$ cat config.mk
export PLATFORM = sky130hd
export DESIGN_NAME = ttcm_unit
export DESIGN_NICKNAME = d
export VERILOG_FILES = /design/src/rtl/ttcm_pkg.sv /design/src/rtl/ttcm_edge_cmp.sv /design/src/rtl/ttcm_flag_cell.sv /design/src/rtl/ttcm_refmark.sv /design/src/rtl/ttcm_unit.sv
export SDC_FILE = /design/constraint.sdc
export NUM_CORES = 1
export LEC_CHECK = 0
export BUFFER_PORTS_ARGS = -buffer_cell sky130_fd_sc_hd__buf_2
export CORE_UTILIZATION = 37
export CTS_CLUSTER_DIAMETER = 100
export DETAILED_ROUTE_END_ITERATION = 8
export PLACE_DENSITY = 0.77
export SYNTH_ARGS = -nofsm -noshare
export SYNTH_HDL_FRONTEND = slang
export SYNTH_SLANG_ARGS = --single-unit
$ cat constraint.sdc
create_clock -name clk -period 1.3 [get_ports clk]
set_input_delay 0.065 -clock clk [delete_from_list [all_inputs] [get_ports clk]]
set_output_delay 0.065 -clock clk [all_outputs]
set_load 0.01 [all_outputs]
$ cat src/rtl/ttcm_pkg.sv
// Shared constants for the compare match unit: channel count and the
// register bit positions that software and neighbouring logic decode.
package ttcm_pkg;
    localparam int NUM_CH      = 3;
    localparam int TIME_W      = 16;
    localparam int REG_W       = 16;
    localparam int STS_W       = 4;
    localparam int LTCLR_EN_POS = 6;

    // Flag-enable bit in control word 0 for a channel.
    function automatic int en_pos(input int ch);
        return 12 - ch;
    endfunction

    // Interrupt request / mask bit for a channel.
    function automatic int irq_pos(input int ch);
        case (ch)
            0:       return 11;
            1:       return 15;
            default: return 14;
        endcase
    endfunction

    // Timer status bit for a channel.
    function automatic int sts_pos(input int ch);
        return 3 - ch;
    endfunction
endpackage

$ cat src/rtl/ttcm_edge_cmp.sv
// Edge compare: reports a hit only in the cycle where the counter first
// equals the compare value. Assumes both inputs are synchronous to clk.
module ttcm_edge_cmp #(
    parameter int TW = 16
) (
    input  logic          clk,
    input  logic          rst_n,
    input  logic [TW-1:0] count,
    input  logic [TW-1:0] cmp_val,
    output logic          hit
);
    logic eq_now;
    logic eq_q;

    assign eq_now = (count == cmp_val);
    assign hit    = eq_now & ~eq_q;

    // Remember last cycle's equality so a held match fires once.
    always_ff @(posedge clk) begin
        if (!rst_n) eq_q <= 1'b0;
        else        eq_q <= eq_now;
    end

    assert_single_hit_R1: assert property (@(posedge clk) disable iff (!rst_n)
        hit |=> !hit);
endmodule

$ cat src/rtl/ttcm_flag_cell.sv
// One interrupt request flag and its status mirror. Set has priority
// over a write-1 clear arriving in the same cycle.
module ttcm_flag_cell (
    input  logic clk,
    input  logic rst_n,
    input  logic set_i,
    input  logic clr_i,
    output logic flag_o,
    output logic sts_o
);
    // Request flag: set wins, else clear.
    always_ff @(posedge clk) begin
        if (!rst_n)     flag_o <= 1'b0;
        else if (set_i) flag_o <= 1'b1;
        else if (clr_i) flag_o <= 1'b0;
    end

    // Status mirror: follows the same set and the linked clear.
    always_ff @(posedge clk) begin
        if (!rst_n)     sts_o <= 1'b0;
        else if (set_i) sts_o <= 1'b1;
        else if (clr_i) sts_o <= 1'b0;
    end

    assert_set_wins_R5: assert property (@(posedge clk) disable iff (!rst_n)
        set_i |=> flag_o);
    assert_clear_links_R4: assert property (@(posedge clk) disable iff (!rst_n)
        (clr_i && !set_i) |=> (!flag_o && !sts_o));
    assert_status_mirror_R4: assert property (@(posedge clk) disable iff (!rst_n)
        flag_o == sts_o);
endmodule

$ cat src/rtl/ttcm_refmark.sv
// Reference mark capture: start-of-frame loads a pending copy of local
// time, a success strobe commits it, an error drops it. Held at zero
// outside time-triggered mode.
module ttcm_refmark #(
    parameter int TW = 16
) (
    input  logic          clk,
    input  logic          rst_n,
    input  logic          tt_mode,
    input  logic [TW-1:0] local_time,
    input  logic          sof_ref,
    input  logic          msg_ok,
    input  logic          msg_err,
    output logic [TW-1:0] mark
);
    logic [TW-1:0] pend_q;
    logic          pend_v;
    logic [TW-1:0] mark_q;
    logic          commit;

    assign commit = tt_mode & msg_ok & ~msg_err & pend_v;

    // Pending capture: a new start-of-frame replaces, an end strobe retires.
    always_ff @(posedge clk) begin
        if (!rst_n) begin
            pend_q <= '0;
            pend_v <= 1'b0;
        end else if (sof_ref) begin
            pend_q <= local_time;
            pend_v <= 1'b1;
        end else if (msg_ok || msg_err) begin
            pend_v <= 1'b0;
        end
    end

    // Committed mark: cleared in event-triggered mode.
    always_ff @(posedge clk) begin
        if (!rst_n)       mark_q <= '0;
        else if (!tt_mode) mark_q <= '0;
        else if (commit)  mark_q <= pend_q;
    end

    assign mark = tt_mode ? mark_q : '0;

    assert_err_drops_R9: assert property (@(posedge clk) disable iff (!rst_n)
        (msg_err && !sof_ref) |=> !pend_v);
    assert_commit_value_R9: assert property (@(posedge clk) disable iff (!rst_n)
        commit |=> (mark_q == $past(pend_q)));
    assert_et_cleared_R10: assert property (@(posedge clk) disable iff (!rst_n)
        !tt_mode |=> (mark_q == '0));
endmodule

$ cat src/rtl/ttcm_unit.sv
// Compare match unit top: three edge compares on two time bases,
// enable-gated request flags with status mirrors, a masked interrupt,
// local-timer clear and transmit-flush pulses, and the reference mark.
// Assumes all inputs are synchronous to clk; strobes are one cycle wide.
module ttcm_unit
    import ttcm_pkg::*;
#(
    parameter int TW = TIME_W,
    parameter int RW = REG_W,
    parameter int SW = STS_W
) (
    input  logic          clk,
    input  logic          rst_n,
    input  logic          tt_mode,
    input  logic [RW-1:0] ctrl0,
    input  logic [RW-1:0] irq_mask,
    input  logic [RW-1:0] irq_clr,
    input  logic [TW-1:0] cmp0,
    input  logic [TW-1:0] cmp1,
    input  logic [TW-1:0] cmp2,
    input  logic [TW-1:0] local_time,
    input  logic [TW-1:0] cycle_time,
    input  logic          sof_ref,
    input  logic          msg_ok,
    input  logic          msg_err,
    output logic [RW-1:0] irq_req,
    output logic [SW-1:0] tstat,
    output logic          irq_out,
    output logic          ltimer_clr,
    output logic          txq_flush,
    output logic [TW-1:0] ref_mark
);
    localparam int NCH = NUM_CH;

    logic [TW-1:0]  cmp_arr [NCH];
    logic [NCH-1:0] hit;
    logic [NCH-1:0] flag_v;
    logic [NCH-1:0] sts_v;
    logic           unused_ctrl;

    assign cmp_arr[0] = cmp0;
    assign cmp_arr[1] = cmp1;
    assign cmp_arr[2] = cmp2;

    // Per-channel compare and flag; channel 0 uses local time.
    for (genvar c = 0; c < NCH; c++) begin : g_ch
        logic [TW-1:0] base;
        assign base = (c == 0) ? local_time : cycle_time;

        ttcm_edge_cmp #(.TW(TW)) u_cmp (
            .clk     (clk),
            .rst_n   (rst_n),
            .count   (base),
            .cmp_val (cmp_arr[c]),
            .hit     (hit[c])
        );

        ttcm_flag_cell u_flag (
            .clk    (clk),
            .rst_n  (rst_n),
            .set_i  (hit[c] & ctrl0[en_pos(c)]),
            .clr_i  (irq_clr[irq_pos(c)]),
            .flag_o (flag_v[c]),
            .sts_o  (sts_v[c])
        );
    end

    // Place channel flags and status at their register bit positions.
    always_comb begin
        irq_req = '0;
        tstat   = '0;
        for (int c = 0; c < NCH; c++) begin
            irq_req[irq_pos(c)] = flag_v[c];
            tstat[sts_pos(c)]   = sts_v[c];
        end
    end

    assign irq_out = |(irq_req & ~irq_mask);

    // Side-effect pulses, one cycle after the match.
    always_ff @(posedge clk) begin
        if (!rst_n) begin
            ltimer_clr <= 1'b0;
            txq_flush  <= 1'b0;
        end else begin
            ltimer_clr <= hit[0] & (~tt_mode | ctrl0[LTCLR_EN_POS]);
            txq_flush  <= hit[NCH-1];
        end
    end

    ttcm_refmark #(.TW(TW)) u_ref (
        .clk        (clk),
        .rst_n      (rst_n),
        .tt_mode    (tt_mode),
        .local_time (local_time),
        .sof_ref    (sof_ref),
        .msg_ok     (msg_ok),
        .msg_err    (msg_err),
        .mark       (ref_mark)
    );

    assign unused_ctrl = ^{ctrl0, irq_clr};

    assert_ltclr_blocked_R7: assert property (@(posedge clk) disable iff (!rst_n)
        (tt_mode && !ctrl0[LTCLR_EN_POS]) |=> !ltimer_clr);
    assert_ltclr_follows_R7: assert property (@(posedge clk) disable iff (!rst_n)
        ltimer_clr |-> $past(hit[0]));
    assert_flush_follows_R8: assert property (@(posedge clk) disable iff (!rst_n)
        hit[NCH-1] |=> txq_flush);
    assert_enable_gate_R2: assert property (@(posedge clk) disable iff (!rst_n)
        (!ctrl0[en_pos(0)] && !flag_v[0]) |=> !flag_v[0]);
endmodule

==> results.py, run 1 <==
metrics = {
    "worst_hold_path": {
        "hp-class": "in2reg",
    },
    "drt": {
        "drcViolationCount": 0,
        "ant_nets": 0,
        "vias": 2231,
        "finalWirelength_um": 6050,
        "avgRoutedWirePerCell_um": 12.9,
        "drt-initial-drc-count": 75,
        "first_pass_iters": 4,
        "vias_per_cell": 4.75,
    },
    "worst_setup_path": {
        "cp.required_ns": 1.51,
        "crit_family": "simple AND/OR/NAND/NOR gates",
        "worstSetupEndpointType": "flop",
        "path_class": "reg2reg",
        "path_cells": "nor2b_1 -> and3_1 -> buf_6 -> nand2_1 -> a21oi_1",
        "cp.arrival_ns": 1.42,
        "path_buf_inv": 1,
        "cpPeakStageDelay_ns": 0.31,
        "startpoint_type": "flop",
        "slowest_stage": "dfxtp_1",
        "crit_fanout": 16,
    },
    "power_and_ir_drop": {
        "power.share.combinational_pct": 18.9,
        "switching_power_uw": 715,
        "p_seq_share_pct": 49.7,
        "power.leakage_nw": 1.45,
        "p_sw_share_pct": 27.3,
        "ir_drop_uv": 377,
        "internal_power_mw": 1.90,
        "pwr-share-clk_pct": 31.4,
        "p_per_area_nw_per_um2": 857,
    },
    "sta": {
        "fin_crit_ns": 1.21,
        "worstMarginPinSlew_ns": 0.597,
        "hold_viol": 0,
        "fmax_ghz": 0.826,
        "setup_viol": 0,
        "finClkSkew_ns": 0.00582,
        "relSlewSlack_pct": 60.1,
        "finalCritPeriodShare_pct": 93.1,
        "finalMaxSlewViolations": 0,
        "worst_slack_ns": 0.0899,
    },
    "grt": {
        "gr-total-overflow": 0,
        "grt_pass1_wl_um": 9210,
        "gr-usage-met3_pct": 4.33,
        "grt_pass1_vias": 2174,
        "antenna_found_initial": 1,
        "use_met1_pct": 18.9,
        "grt_use_total_pct": 18.4,
        "top_usage_layer": "met2",
        "grt_max_degree": 26,
        "met2_usage_pct": 36.0,
    },
    "cts": {
        "cts_made_buffers": 5,
        "cts_htree_levels": 2,
        "clkSinkCount": 41,
        "clk_latency_ns": 0.29,
        "cts.clk_slew.worst_paths_ns": 0.08,
        "cts-root-buf": "clkbuf_8",
        "post_cts_buffers": 0,
        "cts_tree": "yes",
        "holdBufCountCts": 0,
        "clock_path_buffers": 2,
    },
    "floorplanning": {
        "die_x_um": 81.7,
        "start_util_pct": 39.0,
        "dieArea_um2": 6680,
        "core_um2": 6030,
        "std_cell_rows": 28,
        "die_h_um": 81.7,
        "io-pin-count": 173,
    },
    "run_status": {
        "status": "complete, no violations",
    },
    "layout": {
        "diodes": 0,
        "drive_above_1_share_pct": 35.7,
        "area_growth_pct": 29.9,
        "final_common_cell": "buf_2",
        "nets": 528,
        "final_cell_mix": "120 x buf_2, 41 x dfxtp_1, 35 x nand2_1, 25 x xor2_1, 21 x nor2b_1",
        "final_util_pct": 50.7,
    },
    "placement": {
        "gp_congestion": 0.763,
        "dp_hpwl_um": 4830,
        "place_ws_ns": -0.0726,
        "port_buffers": 120,
    },
    "synth": {
        "avgSynthCellArea_um2": 8.52,
        "syn_area_um2": 2350,
        "yosysSeqAreaShare_pct": 34.9,
        "ys_types": 35,
        "synth_cells": 276,
        "synth.top_cell.area_share_pct": 34.9,
        "synth.largest_area_cell": "dfxtp_1",
        "synth_seq_cells": 41,
        "yosysWarningCount": 0,
        "synthTopCellsByArea": "dfxtp_1 35%, xor2_1 9.3%, mux2i_1 6.8%, buf_4 6.4%, nand2_1 5.6%",
    },
    "run": {
        "max_cap_viol_count": 0,
    },
}
==> metal layers <==
metal,up-vias,share of wire [%]
met2,114,52
met5,-,0.17
met3,10,8.1
li1,1109,-
met4,2,1.3
met1,996,38
==> sequential cells by signal, summed over array words and instances (netlist names) <==
name	flops
txq_flush	1
u_ref.pend_v	1
u_ref.pend_q	16
u_ref.mark_q	16
g_ch.u_flag.flag_o	3
ltimer_clr	1
g_ch.u_cmp.eq_q	3
==> cell type report <==
type | instances | area [um^2]
Fill cell | 592 | 2970
Inverter | 14 | 52.6
Sequential cell | 41 | 821
Clock inverter | 3 | 17.5
Clock buffer | 5 | 68.8
Timing Repair Buffer | 129 | 672
Multi-Input combinational cell | 203 | 1330
Tap cell | 75 | 93.8
==> cells in the mapped netlist <==
cell type  number
nor3_1          2
o21a_1          1
buf_2           3
mux2i_1        16
clkbuf_2        1
nor2_1          4
nand2_1        35
o2111a_1        2
xnor2_1        12
nor3_2          1
o2111ai_1       1
a221oi_1        1
o21ai_1         1
nor4_1          3
inv_1          14
and3_1          1
dfxtp_1        41
a222oi_1        3
a21oi_1        16
conb_1          1
buf_4          20
nand3b_1        3
o221ai_1        2
nand4_1         4
nand4b_1        2
nand2b_1        7
nor4_4          1
and2_1         16
a2111oi_2       1
clkbuf_1        7
o21ai_0         2
nand3_1         5
or4_4           1
xor2_1         25
nor2b_1        21
==> stage by stage <==
stage	power (mW)	std cells	cell area, um^2	setup TNS, ns	hold WS [ns]
2_1_floorplan	1.61	289	2400	0	0.218
3_3_place_gp	1.82	462	2970	-0.0591	0.329
3_5_place_dp	1.83	462	2970	-0.174	0.333
4_1_cts	2.65	470	3050	0	0.0172
5_1_grt	2.74	470	3060	-0.0170	0.0275
6_report	2.62	470	3060	0	0.0203
==> worst register-to-register path, cell delays in order, from the launching register on <==
cell	delay [ns]
dfxtp_1	0.31
nor2b_1	0.21
and3_1	0.22
buf_6	0.19
nand2_1	0.07
a21oi_1	0.13
==> power groups by stage <==
stage | Sequential (mW) | Clock [mW] | Combinational, mW
finish | 1.30 | 0.821 | 0.496
global route | 1.31 | 0.891 | 0.545
CTS | 1.30 | 0.850 | 0.500
detailed placement | 1.33 | 0 | 0.498
global placement | 1.33 | 0 | 0.488
floorplan | 1.33 | 0 | 0.286
==> what timing repair did <==
action,CTS,global route
endpoints found under the setup margin,0,6
hold endpoints to repair,0,0
resized for setup,0,1
==> kinds of logic after synthesis <==
| logic type | count (synthesis) | synth area share, % |
|---|---|---|
| AO/OA/AOI/OAI | 30 | 8.72 |
| XOR/XNOR | 37 | 13.8 |
| buffers and inverters | 45 | 10.6 |
| flip-flops | 41 | 34.9 |
| multiplexers | 16 | 6.81 |
| other | 1 | 0.159 |
| AND/OR/NAND/NOR | 106 | 25.1 |
==> path summary, 6_finish.rpt <==
check,from,to,slack (ns),cells past startpoint
setup / recovery,u_ref.pend_v,u_ref.mark_q[5],0.09,5
hold / removal,irq_clr[14],g_ch[2].u_flag.flag_o,0.02,3
setup reg to reg,u_ref.pend_v,u_ref.mark_q[5],0.09,5
hold reg to reg,g_ch[2].u_cmp.eq_q,txq_flush,0.44,1
No activity file was read; power rests on OpenSTA's default activity.
==> run 2: changes to the inputs <==
--- a/config.mk
+++ b/config.mk
@@ -10,4 +10,5 @@
 export CTS_CLUSTER_DIAMETER = 100
+export CTS_CLUSTER_SIZE = 8
 export DETAILED_ROUTE_END_ITERATION = 8
-export PLACE_DENSITY = 0.77
+export PLACE_DENSITY = 0.79
 export SYNTH_ARGS = -nofsm -noshare
--- a/constraint.sdc
+++ b/constraint.sdc
@@ -3,2 +3,2 @@
 set_output_delay 0.065 -clock clk [all_outputs]
-set_load 0.01 [all_outputs]
+set_load 0.02 [all_outputs]
==> run 2 against run 1 <==
Against the previous run: sequential share of layout area down 0.52 points; global-route usage decreased by 0.91 points; fmax rose by 7.6%; clock-buffer cell count did not move.
==> results.py, run 2 (synthesized netlist as in run 1, its figures left out) <==
metrics = {
    "layout": {
        "final_common_cell": "buf_2",
        "n_fill_cell": 575,
        "drive_above_1_share_pct": 36.0,
        "nets": 527,
        "final_cell_mix": "120 x buf_2, 40 x dfxtp_1, 35 x nand2_1, 25 x xor2_1, 20 x nor2b_1",
        "diodes": 0,
        "area_growth_pct": 32.7,
        "top_regs": "u_ref.mark_q x16, u_ref.pend_q x16",
    },
    "worst_setup_path": {
        "worstSetupEndpointType": "primary output",
        "startpoint_type": "flop",
        "path_class": "reg2out",
        "crit_fanout": 4,
        "cp.arrival_ns": 1.06,
        "cp.required_ns": 1.24,
    },
    "sta": {
        "finalMaxSlewViolations": 0,
        "finClkSkew_ns": 0.00512,
        "setup_viol": 0,
        "rsz0062_at_grt": "false",
        "fmax_ghz": 0.889,
        "fin_crit_ns": 1.12,
        "worst_slack_ns": 0.176,
        "hold_viol": 0,
        "fin_setup_tns_ns": 0,
        "finalCritPeriodShare_pct": 86.5,
    },
    "grt": {
        "grt_pass1_wl_um": 8640,
        "gr-total-overflow": 0,
        "grt_pass1_vias": 2016,
        "grt_use_total_pct": 17.5,
        "grt_max_degree": 26,
        "antenna_found_initial": 0,
    },
    "cts": {
        "clk_latency_ns": 0.30,
        "clkSinkCount": 41,
        "cts_tree": "yes",
        "cts_made_buffers": 5,
        "cts-root-buf": "clkbuf_8",
        "clock_path_buffers": 2,
        "cts_htree_levels": 2,
        "cts.clk_slew.worst_paths_ns": 0.08,
        "holdBufCountCts": 0,
        "post_cts_buffers": 0,
    },
    "placement": {
        "dp_hpwl_um": 4500,
        "port_buffers": 120,
        "place_ws_ns": -0.0429,
        "gp_congestion": 0.745,
    },
    "floorplanning": {
        "die_h_um": 81.7,
        "io-pin-count": 173,
        "die_x_um": 81.7,
        "std_cell_rows": 28,
        "start_util_pct": 39.0,
        "core_um2": 6030,
        "dieArea_um2": 6680,
    },
    "drt": {
        "vias_per_cell": 4.67,
        "avgRoutedWirePerCell_um": 12.1,
        "vias": 2188,
        "drcViolationCount": 0,
        "finalWirelength_um": 5650,
        "first_pass_iters": 6,
        "ant_nets": 0,
        "drt-initial-drc-count": 55,
    },
    "power_and_ir_drop": {
        "p_per_area_nw_per_um2": 971,
        "ir_drop_uv": 570,
        "power.leakage_nw": 1.48,
    },
    "worst_hold_path": {
        "hp-class": "in2reg",
    },
    "run": {
        "max_cap_viol_count": 0,
    },
    "run_status": {
        "status": "complete, no violations",
    },
}
[run 2: cell count changes in the layout (fill, tap and decap cells not counted)]
cell / delta
buf_12: +2
buf_6: -1
dfxtp_2: +1
nor2b_2: +1
clkinv_2: -1
bufinv_16: +2
clkinvlp_4: -1
buf_4: -2
nor2b_1: -1
dfxtp_1: -1
[run 2: where the power goes]
| part | total (mW) | switching [mW] | internal, mW |
|---|---|---|---|
| registers | 1.30 | 0.0145 | 1.29 |
| clock network | 1.21 | 0.450 | 0.763 |
| logic | 0.518 | 0.264 | 0.254 |
[run 2: critical path, stage by stage, from the launching register on]
cell,delay [ns]
dfxtp_2,0.36
inv_1,0.05
o221ai_1,0.17
buf_2,0.19
[run 2: path summary, 6_finish.rpt]
kind	startpoint	to	slack (ns)	cells past startpoint
worst max-delay path	g_ch[2].u_flag.flag_o	irq_out	0.18	3
worst min-delay path	ctrl0[6]	ltimer_clr	0.03	3
worst max register to register	u_ref.pend_v	u_ref.mark_q[1]	0.20	5
worst min register to register	g_ch[0].u_cmp.eq_q	ltimer_clr	0.43	1
[run 2: per-layer routing]
metal	part of all wire (%)	global-route usage, %	vias to the layer above
met3	7.9	5.11	13
met1	40	17.3	953
met5	0	0	-
met4	2.2	8.60	0
li1	-	-	1109
met2	50	32.9	113
[run 2: cell type report]
| cell class | count | area, um^2 | share of cell area, % |
|---|---|---|---|
| flip-flops and latches | 41 | 822 | 26.3 |
| inverters | 14 | 52.6 | 1.68 |
| repair buffers | 128 | 686 | 22.0 |
| multi-input cells | 203 | 1330 | 42.7 |
| clock inverters | 3 | 65.1 | 2.08 |
| clock buffers | 5 | 68.8 | 2.20 |
| well taps | 75 | 93.8 | 3.01 |
[run 2: stage by stage]
stage	total power, mW	instance area [um^2]	util [%]	hold slack, ns	instances
final	3.03	3120	51.8	0.0303	469
after global routing	3.18	3120	51.8	0.0248	469
after CTS	3.06	3120	51.7	0.0225	469
after detailed placement	1.85	2980	49.5	0.343	461
after global placement	1.84	2980	49.5	0.340	461
after floorplan	1.63	2400	-	0.218	289
[run 2: timing repair]
| action | 4_1_cts | 5_1_grt |
|---|---|---|
| resized for setup | 0 | 2 |
| setup endpoints to repair | 0 | 3 |
| hold endpoints to repair | 0 | 0 |
